## config.mk

```make
export PLATFORM = sky130hd
export DESIGN_NAME = mac_copro
export DESIGN_NICKNAME = d
export VERILOG_FILES = /design/src/rtl/mac_pkg.sv /design/src/rtl/mac_win_dec.sv /design/src/rtl/mac_datapath.sv /design/src/rtl/mac_readback.sv /design/src/rtl/mac_copro.sv
export SDC_FILE = /design/constraint.sdc
export NUM_CORES = 2
export LEC_CHECK = 0
export BUFFER_PORTS_ARGS = -buffer_cell sky130_fd_sc_hd__buf_4
export CAP_MARGIN = 40
export CORE_AREA = 2 2 336 255
export CTS_BUF_LIST = sky130_fd_sc_hd__clkbuf_8
export DETAILED_ROUTE_END_ITERATION = 10
export DIE_AREA = 0 0 338 257
export PLACE_DENSITY_LB_ADDON = 0.2
export SLEW_MARGIN = 30
export SYNTH_ARGS = -nofsm -noshare
export SYNTH_HDL_FRONTEND = slang
export SYNTH_SLANG_ARGS = --single-unit
```

## constraint.sdc

```tcl
create_clock -name clk -period 18.22 [get_ports clk]
set_input_delay 1.822 -clock clk [delete_from_list [all_inputs] [get_ports clk]]
set_output_delay 1.822 -clock clk [all_outputs]
set_load 0.02 [all_outputs]
```

## src/rtl/mac_pkg.sv

```systemverilog
package mac_pkg;
  localparam int WIN_BASE  = 25;
  localparam int WIN_WORDS = 5;
  localparam int CTL_MODE  = 0;
  localparam int CTL_CARRY = 1;
  localparam int SLOT_CTL  = 0;
  localparam int SLOT_PLO  = 1;
  localparam int SLOT_PHI  = 2;
  localparam int SLOT_OP0  = 3;
  localparam int SLOT_OP1  = 4;
endpackage

```

## src/rtl/mac_win_dec.sv

```systemverilog
module mac_win_dec #(
  parameter int IDX_W = 5,
  parameter int LEN_W = 3
) (
  input  logic [IDX_W-1:0] idx,
  input  logic [LEN_W-1:0] len,
  output logic             in_range,
  output logic [IDX_W-1:0] slot_off,
  output logic             hits_ctl
);
  import mac_pkg::*;
  localparam int LAST_END = WIN_BASE + WIN_WORDS;

  always_comb begin
    in_range = (int'(idx) >= WIN_BASE) && (len != '0) &&
               ((int'(idx) + int'(len)) <= LAST_END);
    slot_off = idx - IDX_W'(WIN_BASE);
    hits_ctl = in_range && (int'(idx) == WIN_BASE);
  end
endmodule

```

## src/rtl/mac_datapath.sv

```systemverilog
module mac_datapath #(
  parameter int DW = 32
) (
  input  logic          clk,
  input  logic          rst,
  input  logic [DW-1:0] live_a,
  input  logic [DW-1:0] live_b,
  input  logic          ctl_wr,
  input  logic          ctl_mode_bit,
  input  logic          ctl_clr_bit,
  output logic          mode_q,
  output logic          carry_q,
  output logic [DW-1:0] op0_q,
  output logic [DW-1:0] op1_q,
  output logic [2*DW-1:0] prod_q,
  output logic [2*DW-1:0] acc_q
);
  logic [2*DW-1:0] live_prod;
  logic [2*DW-1:0] step_sum;

  always_comb begin
    live_prod = {{DW{1'b0}}, live_a} * {{DW{1'b0}}, live_b};
    step_sum  = acc_q + live_prod;
  end

  always_ff @(posedge clk) begin
    if (rst) begin
      mode_q  <= 1'b0;
      carry_q <= 1'b0;
      op0_q   <= '0;
      op1_q   <= '0;
      prod_q  <= '0;
      acc_q   <= '0;
    end else begin
      if (!mode_q) begin
        op0_q  <= live_a;
        op1_q  <= live_b;
        prod_q <= live_prod;
        acc_q  <= '0;
      end
      if (ctl_wr) begin
        mode_q <= ctl_mode_bit;
        if (ctl_mode_bit) begin
          op0_q  <= live_a;
          op1_q  <= live_b;
          prod_q <= step_sum;
          acc_q  <= step_sum;
          if (step_sum < acc_q) carry_q <= 1'b1;
        end
        if (ctl_clr_bit) begin
          carry_q <= 1'b0;
          acc_q   <= '0;
        end
      end
    end
  end
endmodule

```

## src/rtl/mac_readback.sv

```systemverilog
module mac_readback #(
  parameter int DW    = 32,
  parameter int NW    = 5,
  parameter int IDX_W = 5,
  parameter int LEN_W = 3
) (
  input  logic             clk,
  input  logic             rst,
  input  logic             rd_go,
  input  logic [IDX_W-1:0] slot_off,
  input  logic [LEN_W-1:0] len,
  input  logic [DW-1:0]    slots [NW],
  output logic [NW*DW-1:0] rdata
);
  logic [NW*DW-1:0] pick;

  for (genvar k = 0; k < NW; k++) begin : g_word
    always_comb begin
      pick[k*DW +: DW] = '0;
      if ((k < int'(len)) && ((int'(slot_off) + k) < NW))
        pick[k*DW +: DW] = slots[int'(slot_off) + k];
    end
  end

  always_ff @(posedge clk) begin
    if (rst) rdata <= '0;
    else     rdata <= rd_go ? pick : '0;
  end
endmodule

```

## src/rtl/mac_copro.sv

```systemverilog
module mac_copro #(
  parameter int DW    = 32,
  parameter int IDX_W = 5,
  parameter int LEN_W = 3
) (
  input  logic                 clk,
  input  logic                 rst,
  input  logic                 xfer_wr,
  input  logic                 xfer_rd,
  input  logic [IDX_W-1:0]     xfer_idx,
  input  logic [LEN_W-1:0]     xfer_len,
  input  logic [DW-1:0]        xfer_wdata,
  input  logic [DW-1:0]        live_op0,
  input  logic [DW-1:0]        live_op1,
  output logic [mac_pkg::WIN_WORDS*DW-1:0] xfer_rdata,
  output logic                 xfer_err
);
  import mac_pkg::*;
  localparam int NW = WIN_WORDS;

  logic             in_range, hits_ctl;
  logic [IDX_W-1:0] slot_off;
  logic             ctl_wr, ctl_mode_bit, ctl_clr_bit;
  logic             mode_q, carry_q;
  logic [DW-1:0]    op0_q, op1_q;
  logic [2*DW-1:0]  prod_q, acc_q;
  logic [DW-1:0]    slots [NW];
  logic             unused_wbits;

  mac_win_dec #(.IDX_W(IDX_W), .LEN_W(LEN_W)) u_dec (
    .idx(xfer_idx), .len(xfer_len),
    .in_range(in_range), .slot_off(slot_off), .hits_ctl(hits_ctl)
  );

  assign ctl_wr       = xfer_wr && hits_ctl;
  assign ctl_mode_bit = xfer_wdata[CTL_MODE];
  assign ctl_clr_bit  = xfer_wdata[CTL_CARRY];
  assign unused_wbits = ^xfer_wdata[DW-1:2];

  mac_datapath #(.DW(DW)) u_dp (
    .clk(clk), .rst(rst), .live_a(live_op0), .live_b(live_op1),
    .ctl_wr(ctl_wr), .ctl_mode_bit(ctl_mode_bit), .ctl_clr_bit(ctl_clr_bit),
    .mode_q(mode_q), .carry_q(carry_q), .op0_q(op0_q), .op1_q(op1_q),
    .prod_q(prod_q), .acc_q(acc_q)
  );

  always_comb begin
    slots[SLOT_CTL] = '0;
    slots[SLOT_CTL][CTL_MODE]  = mode_q;
    slots[SLOT_CTL][CTL_CARRY] = carry_q;
    slots[SLOT_PLO] = prod_q[DW-1:0];
    slots[SLOT_PHI] = prod_q[2*DW-1:DW];
    slots[SLOT_OP0] = op0_q;
    slots[SLOT_OP1] = op1_q;
  end

  mac_readback #(.DW(DW), .NW(NW), .IDX_W(IDX_W), .LEN_W(LEN_W)) u_rb (
    .clk(clk), .rst(rst), .rd_go(xfer_rd && in_range),
    .slot_off(slot_off), .len(xfer_len), .slots(slots), .rdata(xfer_rdata)
  );

  always_ff @(posedge clk) begin
    if (rst) xfer_err <= 1'b0;
    else     xfer_err <= (xfer_wr || xfer_rd) && !in_range;
  end
endmodule

```

Word-level counts from Yosys, hierarchy flattened
Cells that the tools add are included.
{"block": "word_totals", "inputBits": 108, "wordCells": 103, "register_bits": 355}
{"block": "classes", "bitwise": 11, "eq_ne": 1, "mul": 1, "magnitude_cmp": 18, "reduce_logical": 22, "add_sub_neg": 7, "muxes": 31}
{"operator": "$mux W32", "count": 16}
{"operator": "$bmux W32 S3", "count": 5}
{"operator": "$mux W64", "count": 7}
{"operator": "$ge A32 B4 Y1 const B", "count": 5}
{"operator": "$lt A32 B4 Y1 const B", "count": 4}
{"operator": "$not A32 Y32", "count": 4}
{"operator": "$add A64 B64 Y64", "count": 1}
{"operator": "$lt A64 B64 Y1", "count": 1}
{"operator": "$mul A32 B32 Y64", "count": 1}
{"operator": "$le A32 B6 Y1 const B", "count": 1}
{"operator": "$not A5 Y32", "count": 1}
{"operator": "$reduce_or A3 Y1", "count": 5}
{"operator": "$add A5 B2 Y6 const B", "count": 2}
{"operator": "$logic_and A1 B1 Y1", "count": 11}
{"operator": "$add A5 B1 Y6 const B", "count": 1}
{"operator": "$add A5 B3 Y6", "count": 1}
{"operator": "$add A5 B3 Y6 const B", "count": 1}
{"operator": "$lt A1 B3 Y1 const A", "count": 2}
{"operator": "$lt A2 B3 Y1 const A", "count": 2}
{"operator": "$not A1 Y1", "count": 6}
{"operator": "$eq A5 B4 Y1 const B", "count": 1}
{"operator": "$ge A5 B5 Y1 const B", "count": 1}
{"operator": "$lt A5 B3 Y1 const B", "count": 1}
{"operator": "$sub A5 B5 Y5 const B", "count": 1}
{"operator": "7 further kinds", "count": 10}

Depth between registers and ports, before layout
{"block": "logic_depth", "depth_word": 6, "ltp_mapped": 50, "mapped_depth_nobuf": 49}

By module
From an unflattened synthesis, not the netlist that was laid out.
{"block": "hier_totals", "cells_unflattened": 6525, "hier_area_um2": 55872.3}
{"mod": "mac_datapath", "cells_each": 5444, "area_per_inst_um2": 46246.9, "n_inst": 1, "seq_area_each_um2": 3883.7}
{"mod": "mac_readback", "cells_each": 1048, "area_per_inst_um2": 9359.0, "n_inst": 1, "seq_area_each_um2": 3203.1}
{"mod": "mac_win_dec", "cells_each": 27, "area_per_inst_um2": 216.5, "n_inst": 1, "seq_area_each_um2": 0.0}
{"mod": "mac_copro", "cells_each": 6, "area_per_inst_um2": 50.0, "n_inst": 1, "seq_area_each_um2": 20.0}

Worst setup path before layout
OpenSTA, ideal clock, no wires.
{"block": "synth_timing", "path_kind": "input -> register", "start": "input live_op1[2]", "end": "register u_dp.carry_q", "arrival_time_ns": 11.630, "cell_stages": 42, "n_path_buf": 2, "setup_time_ns": 0.075, "setup_slack_ns": 6.515, "cell_sequence": "clkbuf_1 -> and2_1 -> fa_1 -> inv_1 -> fa_1 -> fa_1 -> fa_1 -> inv_1 -> fa_1 -> inv_1 -> fa_1 -> inv_1 -> fa_1 -> fa_1 -> ha_1 -> a21oi_1 -> o21ai_1 -> a221oi_1 -> (+6 left out) -> ha_1 -> clkbuf_1 -> a21o_1 -> a21o_1 -> a21o_1 -> a211o_1 -> a21o_1 -> a31o_2 -> o41ai_2 -> xnor2_1 -> ha_1 -> a21o_1 -> a21o_1 -> a2111oi_0 -> o21ai_0 -> nor2_1 -> nand2_1 -> o22ai_1"}
{"block": "synth_via", "elab_chain_len": 5}
{"element": "start, declared", "line": "mac_copro.sv:14", "source": "input logic [DW-1:0] live_op1,"}
{"element": "$mul A32 B32 Y64", "line": "mac_datapath.sv:22", "source": "live_prod = {{DW{1'b0}}, live_a} * {{DW{1'b0}}, live_b};"}
{"element": "$add A64 B64 Y64", "line": "mac_datapath.sv:23", "source": "step_sum = acc_q + live_prod;"}
{"element": "$lt A64 B64 Y1", "line": "mac_datapath.sv:48", "source": "if (step_sum < acc_q) carry_q <= 1'b1;"}
{"element": "$reduce_bool A2 Y1 (no line)"}
{"element": "$reduce_and A3 Y1 (no line)"}
{"element": "end signal, assigned", "line": "mac_datapath.sv:29", "source": "carry_q <= 1'b0;"}
{"element": "end signal, assigned", "line": "mac_datapath.sv:48"}
{"element": "end signal, assigned", "line": "mac_datapath.sv:51", "source": "carry_q <= 1'b0;"}
{"element": "end, declared", "line": "mac_datapath.sv:12", "source": "output logic carry_q,"}
No other way between the ends.
A chain may end at the register's enable or synchronous reset.

Worst setup path in the final report
{"block": "layout_timing", "start": "input live_op0[19]", "end": "register u_dp.carry_q"}
{"block": "layout_via", "elab_chain_len": 5}
{"element": "start, declared", "line": "mac_copro.sv:13", "source": "input logic [DW-1:0] live_op0,"}
{"element": "$mul A32 B32 Y64", "line": "mac_datapath.sv:22"}
{"element": "$add A64 B64 Y64", "line": "mac_datapath.sv:23"}
{"element": "$lt A64 B64 Y1", "line": "mac_datapath.sv:48"}
{"element": "$reduce_bool A2 Y1 (no line)"}
{"element": "$reduce_and A3 Y1 (no line)"}
No other way between the ends.

==> run_results.csv <==
group,metric,value,unit
setup_path,cp_common_cell,"fa_1",
timing,finalClockSkew,0.0294,ns
timing,clock.fmax,78.4,MHz
finish,utilization,0.685,
global_routing,grt_pass1_wl,253000,um
finish,diodes,0,
drt,vias_per_cell,6.07,
clocking,htree_levels,2,
setup_path,startpoint_type,"input port",
timing,hold_viol_final,0,
timing,rsz0062_at_grt,"false",
global_routing,grt.overflow.total,0,
clocking,clockBufferDepth,3,
synthesis,synth.avg_cell_area,8.46,um2
place,hpwlAfterDp,121000,um
floorplan,die_w,338,um
floorplan,design.core.area,83500,um2
clocking,cts_tree,"yes",
global_routing,grt_pass1_vias,45400,
floorplan,die_h,257,um
place,dp_cells,7340,
timing,fin_crit_sh,0.700,
timing,setup_viol,0,
timing,timing.slew.headroom,0.424,
timing,layout_min_cycle_time,12.76,ns
finish,areaGrowthSynthToFinish,6.36,%
floorplan,start_util,0.644,
global_routing,grt_max_degree,93,
setup_path,critPathLaunch,"live_op0[19]",
timing,hold_slack,0.481,ns
synthesis,synth-edff-count,0,
setup_path,worstSetupPathType,"input port to flop",
synthesis,synth_ff_type,"dfxtp_1",
min_path,min-delay-path-class,"flop to flop",
timing,slew_viol_final,0,
clocking,cts_made_buffers,56,
setup_path,slowest_stage,"o31ai_1",
floorplan,fp-row-count,92,
place,portBuffers,238,
drt,vias,45200,
drt,drt-initial-drc-count,4697,
finish,layout.nets,7684,
drt,dr.pass1.iters,6,
synthesis,synthCells,6355,
finish,stdcell_count,7443,
global_routing,use_met3,0.0755,
synthesis,synthArstFlopShare,0,
setup_path,end_kind,"flop",
global_routing,antenna_found_initial,7,
floorplan,io_pins,269,
synthesis,syn-num-nets,7765,
setup_path,r2r_start,"u_dp.acc_q[1]",
clocking,clkTransAtPathRegs,0.07,ns
min_path,hp-start,"u_dp.op0_q[26]",
run_status,status,"finished clean",
floorplan,dieArea,86900,um2
global_routing,grt.busiest_layer,"met2",
synthesis,seq_area_frac_synth,0.132,
synthesis,synth-seq-cells,355,
global_routing,met2_usage,0.559,
drt,drt.antenna.violating_nets,0,
synthesis,yosys_warnings,0,
timing,finalSetupTns,0,ns
clocking,postCtsSetupBuffers,0,
drt,drc,0,
clocking,cts_sinks,355,
global_routing,use_met1,0.533,
place,place_congestion,0.993,
finish,nFillCells,6802,
timing,tightest_slew,0.864,ns
clocking,cts_resized,0,
clocking,ctsHoldBuffers,0,
setup_path,critPathArrivalTime,13.32,ns
global_routing,grt_use_total,0.371,
clocking,cts_root_buffer,"clkbuf_8",
setup_path,critPathRequiredTime,18.78,ns
setup_path,crit_path_max_fanout,33,
finish,drive_above_1_share,0.0730,
clocking,clk-insertion-delay-late,0.65,ns
drt,routed_wl,159000,um
run,cap_violations,0,
synthesis,synth_area,53800,um2
setup_path,slowest_delay,0.72,ns
drt,wl_per_cell,21.3,um
synthesis,yosys.cell_types.count,79,
## layout by cell type, fill, tap and decap left out, types with 14 or more instances in the layout
cell type / n
inv_1: 971
fa_1: 898
nand2_1: 867
and2_1: 505
nor2_1: 409
ha_1: 403
dfxtp_1: 354
a21oi_1: 321
buf_4: 266
o21ai_0: 147
a22oi_1: 121
a21o_1: 92
mux2i_1: 90
xnor2_1: 76
a211oi_1: 75
a31oi_1: 75
clkbuf_8: 73
nand3_1: 63
nand4_1: 51
xor2_1: 46
and3_1: 38
a31o_2: 33
nor3_1: 32
o21bai_1: 26
nand2b_1: 26
nor2b_1: 21
a311oi_1: 20
o21a_1: 15
clkinv_2: 14
## final cells by class
cell class | instances | area, um2 | area share
inverter | 970 | 3640 | 0.0637
multi-input combinational | 4614 | 41600 | 0.727
timing repair buffer | 277 | 2200 | 0.0384
sequential | 355 | 7110 | 0.124
tap | 1128 | 1410 | 0.0247
clock buffer | 72 | 991 | 0.0173
clock inverter | 27 | 251 | 0.00440
## layer usage
metal	up-vias	part of all wire
met5	-	0.00042
met4	10	0.041
met3	415	0.11
met2	2520	0.44
met1	22300	0.41
li1	20000	-
## cells by family (layout without fill, tap and decap cells)
group / count (synthesis) / count (layout) / synth area share
xor+xnor: 125 / 125 / 0.0205
mux: 100 / 100 / 0.0197
flops: 355 / 355 / 0.132
buf+inv: 1386 / 1346 / 0.0968
simple gates: 2054 / 2054 / 0.178
fa+ha+maj: 1302 / 1302 / 0.428
compound gates: 1033 / 1033 / 0.125
## state kept, by name, summed over array words and instances, names as in the netlist
signal and cells:
u_dp.acc_q 64, xfer_err 1, u_dp.mode_q 1, u_dp.carry_q 1, u_dp.op0_q 32, u_dp.prod_q 64
u_rb.rdata 160, u_dp.op1_q 32
## path summary, 6_finish.rpt
path | slack [ns] | cells after the start | to
max reg2reg | 12.50 | 17 | u_dp.carry_q
min | 0.48 | 2 | u_dp.op0_q[26]
min reg2reg | 0.48 | 2 | u_dp.op0_q[26]
max | 5.46 | 46 | u_dp.carry_q
## metrics by stage
| step | setup slack [ns] | cell area (um2) |
|---|---|---|
| after global placement | 4.86 | 55700 |
| after detailed placement | 4.79 | 55900 |
| after floorplan | 6.52 | 53800 |
| after global routing | 4.68 | 57200 |
| final | 5.46 | 57200 |
| after CTS | 5.39 | 57100 |
## Yosys cell counts (all sizes together), types with 26 or more instances
library cell	number	area share
nand3	63	0.0059
a21o	92	0.013
fa	898	0.33
and2	505	0.059
xnor2	77	0.013
mux2i	90	0.017
nand2	869	0.061
dfxtp	355	0.13
a31o	33	0.0054
a211oi	77	0.011
buf	29	0.0021
nand2b	26	0.0030
ha	404	0.094
o21ai	160	0.015
nor2	412	0.029
and3	38	0.0044
a22oi	121	0.017
o21bai	27	0.0038
a21oi	325	0.030
clkbuf	387	0.027
inv	968	0.068
nand4	51	0.0059
nor3	36	0.0034
xor2	48	0.0080
a31oi	76	0.0090
## worst max-delay path: cells and delay by family
family,cells,cell delay [ns]
buffers and inverters,4,0.65
adders and majority gates,11,4.67
xor gates and xnor gates,2,0.49
AOI/OAI and AO/OA,20,4.54
and+or+nand+nor,9,1.08
Power is left out: the tool's default activity adds up to more than one toggle a clock period on the data nets, which glitch-free logic cannot reach.
